[config.mk]
export PLATFORM = sky130hd
export DESIGN_NAME = ddsLoadSeq
export DESIGN_NICKNAME = d
export VERILOG_FILES = /design/src/rtl/ddsSeqPkg.sv /design/src/rtl/ddsSeqPath.sv /design/src/rtl/ddsSeqCtrl.sv /design/src/rtl/ddsLoadSeq.sv
export SDC_FILE = /design/constraint.sdc
export NUM_CORES = 1
export LEC_CHECK = 0
export CORE_ASPECT_RATIO = 1.4
export CORE_MARGIN = 2
export CORE_UTILIZATION = 30
export DETAILED_ROUTE_END_ITERATION = 10
export DONT_BUFFER_PORTS = 1
export PLACE_DENSITY = 0.42
export SLEW_MARGIN = 25
export SYNTH_ARGS = -nofsm -noshare
export SYNTH_HDL_FRONTEND = slang
export SYNTH_SLANG_ARGS = --single-unit
export TNS_END_PERCENT = 100
[constraint.sdc]
create_clock -name clk -period 3.21 [get_ports clk]
set_input_delay 0.642 -clock clk [delete_from_list [all_inputs] [get_ports clk]]
set_output_delay 0.642 -clock clk [all_outputs]
set_load 0.01 [all_outputs]
[src/rtl/ddsSeqPkg.sv]
package ddsSeqPkg;

  localparam int FRAME_W    = 16;
  localparam int HALF_W     = 14;
  localparam int TUNE_W     = 2 * HALF_W;
  localparam int BIT_W      = $clog2(FRAME_W);
  localparam int FRAMES     = 3;

  localparam logic [FRAME_W-1:0] CTRL_WORD  = 16'h2000;
  localparam logic [1:0]         PFX_REG0   = 2'b01;
  localparam logic [1:0]         PFX_REG1   = 2'b10;

  localparam logic [1:0] SEL_CTRL = 2'd0;
  localparam logic [1:0] SEL_LOW  = 2'd1;
  localparam logic [1:0] SEL_HIGH = 2'd2;

  typedef enum logic [1:0] {
    ST_IDLE = 2'd0,
    ST_HI   = 2'd1,
    ST_LO   = 2'd2,
    ST_GAP  = 2'd3
  } seqState_t;

  typedef struct packed {
    logic       latchIn;
    logic       loadFrame;
    logic       shiftBit;
    logic       phaseLoad;
    logic [1:0] frameSel;
  } ctrlStrobe_t;

endpackage

[src/rtl/ddsSeqPath.sv]
module ddsSeqPath
  import ddsSeqPkg::*;
#(
  parameter int DIV_W = 8
) (
  input  logic              clk,
  input  logic              rstN,
  input  ctrlStrobe_t       strb,
  input  logic [TUNE_W-1:0] tuneWord,
  input  logic              regSel,
  input  logic [DIV_W-1:0]  phaseDiv,
  output logic              sdataOut,
  output logic              phaseDone
);

  logic [TUNE_W-1:0]  wordQ;
  logic               selQ;
  logic [DIV_W-1:0]   divQ;
  logic [FRAME_W-1:0] shiftReg;
  logic [FRAME_W-1:0] frameMux;
  logic [DIV_W-1:0]   phaseCnt;
  logic [DIV_W-1:0]   phaseSrc;
  logic [1:0]         prefix;

  // capture of the request inputs
  always_ff @(posedge clk) begin
    if (!rstN) begin
      wordQ <= '0;
      selQ  <= 1'b0;
      divQ  <= '0;
    end else if (strb.latchIn) begin
      wordQ <= tuneWord;
      selQ  <= regSel;
      divQ  <= phaseDiv;
    end
  end

  assign prefix = selQ ? PFX_REG1 : PFX_REG0;

  // frame builder; the control frame needs no captured data
  always_comb begin
    unique case (strb.frameSel)
      SEL_LOW:  frameMux = {prefix, wordQ[HALF_W-1:0]};
      SEL_HIGH: frameMux = {prefix, wordQ[TUNE_W-1:HALF_W]};
      default:  frameMux = CTRL_WORD;
    endcase
  end

  // output shift register, MSB first
  always_ff @(posedge clk) begin
    if (!rstN) begin
      shiftReg <= '0;
    end else if (strb.loadFrame) begin
      shiftReg <= frameMux;
    end else if (strb.shiftBit) begin
      shiftReg <= {shiftReg[FRAME_W-2:0], 1'b0};
    end
  end

  assign sdataOut = shiftReg[FRAME_W-1];

  // clock phase timer; uses the live divider on the accepting cycle
  assign phaseSrc = strb.latchIn ? phaseDiv : divQ;

  always_ff @(posedge clk) begin
    if (!rstN) begin
      phaseCnt <= '0;
    end else if (strb.phaseLoad) begin
      phaseCnt <= phaseSrc;
    end else if (phaseCnt != '0) begin
      phaseCnt <= phaseCnt - 1'b1;
    end
  end

  assign phaseDone = (phaseCnt == '0);

endmodule

[src/rtl/ddsSeqCtrl.sv]
module ddsSeqCtrl
  import ddsSeqPkg::*;
#(
  parameter int GAP_CYC = 2
) (
  input  logic        clk,
  input  logic        rstN,
  input  logic        startReq,
  input  logic        phaseDone,
  output ctrlStrobe_t strb,
  output logic        sclkOut,
  output logic        syncN,
  output logic        busy,
  output logic        done
);

  localparam int GAP_W = (GAP_CYC > 1) ? $clog2(GAP_CYC) : 1;
  localparam logic [GAP_W-1:0] GAP_LAST   = GAP_W'(GAP_CYC - 1);
  localparam logic [BIT_W-1:0] LAST_BIT   = BIT_W'(FRAME_W - 1);
  localparam logic [1:0]       LAST_FRAME = 2'(FRAMES - 1);

  seqState_t        st, stNext;
  logic [BIT_W-1:0] bitCnt, bitNext;
  logic [1:0]       frameCnt, frmNext;
  logic [GAP_W-1:0] gapCnt, gapNext;
  logic             syncNext, sclkNext, busyNext, doneNext;

  always_comb begin
    stNext   = st;
    bitNext  = bitCnt;
    frmNext  = frameCnt;
    gapNext  = gapCnt;
    syncNext = syncN;
    sclkNext = sclkOut;
    busyNext = busy;
    doneNext = 1'b0;
    strb     = '0;
    unique case (st)
      ST_IDLE: begin
        if (startReq) begin
          strb.latchIn   = 1'b1;
          strb.loadFrame = 1'b1;
          strb.frameSel  = SEL_CTRL;
          strb.phaseLoad = 1'b1;
          syncNext       = 1'b0;
          sclkNext       = 1'b1;
          busyNext       = 1'b1;
          bitNext        = LAST_BIT;
          frmNext        = 2'd0;
          stNext         = ST_HI;
        end
      end
      ST_HI: begin
        if (phaseDone) begin
          sclkNext       = 1'b0;
          strb.phaseLoad = 1'b1;
          stNext         = ST_LO;
        end
      end
      ST_LO: begin
        if (phaseDone) begin
          sclkNext      = 1'b1;
          strb.shiftBit = 1'b1;
          if (bitCnt == '0) begin
            syncNext = 1'b1;
            gapNext  = GAP_LAST;
            stNext   = ST_GAP;
          end else begin
            bitNext        = bitCnt - 1'b1;
            strb.phaseLoad = 1'b1;
            stNext         = ST_HI;
          end
        end
      end
      ST_GAP: begin
        if (gapCnt == '0) begin
          if (frameCnt == LAST_FRAME) begin
            busyNext = 1'b0;
            doneNext = 1'b1;
            stNext   = ST_IDLE;
          end else begin
            frmNext        = frameCnt + 2'd1;
            strb.loadFrame = 1'b1;
            strb.frameSel  = frameCnt + 2'd1;
            strb.phaseLoad = 1'b1;
            syncNext       = 1'b0;
            bitNext        = LAST_BIT;
            stNext         = ST_HI;
          end
        end else begin
          gapNext = gapCnt - 1'b1;
        end
      end
      default: stNext = ST_IDLE;
    endcase
  end

  always_ff @(posedge clk) begin
    if (!rstN) begin
      st       <= ST_IDLE;
      bitCnt   <= '0;
      frameCnt <= '0;
      gapCnt   <= '0;
      syncN    <= 1'b1;
      sclkOut  <= 1'b1;
      busy     <= 1'b0;
      done     <= 1'b0;
    end else begin
      st       <= stNext;
      bitCnt   <= bitNext;
      frameCnt <= frmNext;
      gapCnt   <= gapNext;
      syncN    <= syncNext;
      sclkOut  <= sclkNext;
      busy     <= busyNext;
      done     <= doneNext;
    end
  end

endmodule

[src/rtl/ddsLoadSeq.sv]
module ddsLoadSeq
  import ddsSeqPkg::*;
#(
  parameter int DIV_W   = 8,
  parameter int GAP_CYC = 2
) (
  input  logic              clk,
  input  logic              rstN,
  input  logic              startReq,
  input  logic [TUNE_W-1:0] tuneWord,
  input  logic              regSel,
  input  logic [DIV_W-1:0]  phaseDiv,
  output logic              sclkOut,
  output logic              syncN,
  output logic              sdataOut,
  output logic              busy,
  output logic              done
);

  ctrlStrobe_t strb;
  logic        phaseDone;

  ddsSeqCtrl #(.GAP_CYC(GAP_CYC)) u_ctrl (
    .clk      (clk),
    .rstN     (rstN),
    .startReq (startReq),
    .phaseDone(phaseDone),
    .strb     (strb),
    .sclkOut  (sclkOut),
    .syncN    (syncN),
    .busy     (busy),
    .done     (done)
  );

  ddsSeqPath #(.DIV_W(DIV_W)) u_path (
    .clk      (clk),
    .rstN     (rstN),
    .strb     (strb),
    .tuneWord (tuneWord),
    .regSel   (regSel),
    .phaseDiv (phaseDiv),
    .sdataOut (sdataOut),
    .phaseDone(phaseDone)
  );

endmodule

==> flow_metrics.tcl <==
set metrics [dict create \
    slowest_stage "ha_1" \
    p_leak_nw 1.38 \
    wl_um 8770 \
    fin_total_pwr_w 0.00379 \
    path_delay_family "simple AND/OR/NAND/NOR gates" \
    viasPerCell 5.20 \
    cts_root_buffer "clkbuf_16" \
    critical_path_class "reg -> reg" \
    grt_pass1_vias 2836 \
    drive_gt1_frac 0.0747 \
    vdd_ir_drop_max_v 0.000393 \
    setup_tns_ns 0 \
    worstPathCellList "ha_1, nor2b_1, and2_1, ha_1, nor2_1, or4_1, a311oi_1" \
    cp_num_buf_inv 0 \
    drc 0 \
    num_vias 2909 \
    status "complete, no violations" \
    ys_types 54 \
    synth_top_area_share 0.422 \
    dpl.cell_count 543 \
    synth-seq-area-share 0.422 \
    synth-main-ff-cell "dfxtp_1" \
    final_cell_count_no_fill 559 \
    final.period_utilization 0.812 \
    endpoint_kind "flop" \
    die-area_sq_um 12600 \
    drtIter0Drc 114 \
    hold_viol 0 \
    required_ns 3.46 \
    dieWidth_um 95.4 \
    row_count 46 \
    final_antenna_net_count 0 \
    final_cell_mix "nand2_1, dfxtp_1, a21oi_1, nor2_1, nor3_1" \
    synth.area.top_cells "dfxtp_1, nand2_1, a21oi_1" \
    final_common_cell "nand2_1" \
    io_pins 45 \
    yosys_warnings 0 \
    core_sq_um 11400 \
    num_antenna_cells 0 \
    wl_per_cell_um 15.7 \
    holdBufCountCts 0 \
    cts_tree "yes" \
    numClockSinks 74 \
    post_cts_resized 0 \
    clock.fmax_mhz 384 \
    max_slew_margin 0.533 \
    nets 463 \
    syn_nets 478 \
    clock-skew-final_ns 0.00890 \
    syn_area_per_cell_sq_um 8.26 \
    syn_to_final_growth_pct 11.3 \
    whs_ns 0.382 \
    io_buffer_count 0 \
    grt_setup_unrepaired "false" \
    cp.arrival_ns 2.85 \
    synth_seq_cells 74 \
    startpoint_type "flop" \
    min_period_ns 2.61 \
    path_clk_slew_ns 0.06 \
    maxCapViolCount 0 \
    slew_viol_final 0 \
    yosysTopAreaCell "dfxtp_1" \
    clk_latency_ns 0.34 \
    dp_hpwl_um 5960 \
    cts-htree-levels 3 \
    path_common_cell "ha_1" \
    synth-edff-count 0 \
    slowest_delay_ns 0.56 \
    n_fill_cell 1211 \
    syn_area_sq_um 3510 \
    synthCells 425 \
    first_pass_iters 4 \
    grt_overflow_total 0 \
    power_density_nw_per_um2 970 \
    postCtsSetupRepairBufs 0 \
    cts_buffers 9 \
    grt_pass1_wl_um 14300 \
    antenna_found_initial 0 \
    clockBufferDepth 2 \
    grt_max_degree 35 \
    hold_class "in -> reg" \
    cp_max_fo 15 \
    grt.total_usage 0.146 \
    synthArstFlopShare 0 \
    start_util 0.308 \
    setup_viol 0 \
    die_y_um 132 \
    routabilityCongestion 0.770 \
    tightest_slew_ns 0.698 \
]
[state kept, by name (all words and copies together) (netlist names)]
signal	flops
u_path.phaseCnt	8
u_path.wordQ	28
u_ctrl.bitCnt	4
u_ctrl.syncN	1
u_ctrl.frameCnt	2
u_path.divQ	8
u_ctrl.st	2
u_ctrl.gapCnt	1
u_ctrl.busy	1
u_ctrl.done	1
u_path.selQ	1
u_path.shiftReg	16
u_ctrl.sclkOut	1
[final timing paths]
| path | startpoint | end | slack (ns) | cells after the start |
|---|---|---|---|---|
| worst max-delay path | u_ctrl.st[1] | u_path.shiftReg[14] | 0.60 | 7 |
| worst min-delay path | rstN | u_ctrl.sclkOut | 0.38 | 1 |
| worst max register to register | u_ctrl.st[1] | u_path.shiftReg[14] | 0.60 | 7 |
| worst min register to register | u_path.wordQ[16] | u_path.wordQ[16] | 0.45 | 2 |
[final cells by class]
| cell class | count | area, sq um | share of cell area |
|---|---|---|---|
| Clock inverter | 7 | 80.1 | 0.0205 |
| Inverter | 12 | 45.0 | 0.0115 |
| Clock buffer | 9 | 225 | 0.0576 |
| Timing Repair Buffer | 7 | 52.6 | 0.0134 |
| Tap cell | 144 | 180 | 0.0461 |
| Sequential cell | 74 | 1480 | 0.379 |
| Multi-Input combinational cell | 306 | 1840 | 0.472 |
[layer usage]
layer,GRT usage,routed length (um)
met5,0,0
met4,0.0603,143
met3,0.0395,379
met2,0.230,4170
met1,0.187,4080
[through the flow]
step / worst slack, ns / util / area (sq um)
6_report: 0.604 / 0.343 / 3910
5_1_grt: 0.333 / 0.343 / 3910
4_1_cts: 0.583 / 0.343 / 3910
3_5_place_dp: 0.608 / 0.316 / 3600
3_3_place_gp: 0.657 / 0.316 / 3600
2_1_floorplan: 0.862 / - / 3510
[logic make-up after synthesis]
family                   synth area share
multiplexers                       0.0285
buffers and inverters              0.0528
XOR/XNOR                           0.0125
AO/OA/AOI/OAI                       0.195
adder cells (fa/ha/maj)            0.0463
flip-flops                          0.422
AND/OR/NAND/NOR                     0.242
[power breakdown]
group          internal, W  switching (W)
sequential         0.00119       0.000189
clock             0.000607       0.000413
combinational     0.000552       0.000837
total              0.00235        0.00144
[synth_stat cells (2+ instances only)]
cell / number
nand2_1: 88
dfxtp_1: 74
a21oi_1: 39
clkbuf_1: 29
nor2_1: 19
nor3_1: 16
a22oi_1: 14
a311oi_1: 13
ha_1: 13
or3_1: 12
inv_1: 11
o21ai_0: 8
mux2i_1: 7
nand3_1: 5
nor3b_1: 5
o32ai_1: 5
or4_1: 5
nor2b_1: 4
and3_1: 3
nand3b_1: 3
nand4_1: 3
o211ai_1: 3
o31ai_1: 3
xnor2_1: 3
a31oi_1: 2
and2_1: 2
buf_6: 2
mux2_4: 2
nand2b_1: 2
nor4_1: 2
o21a_1: 2
o221a_2: 2
or3b_2: 2
xor2_1: 2
Note: power is estimated with default switching activity, not from simulation.
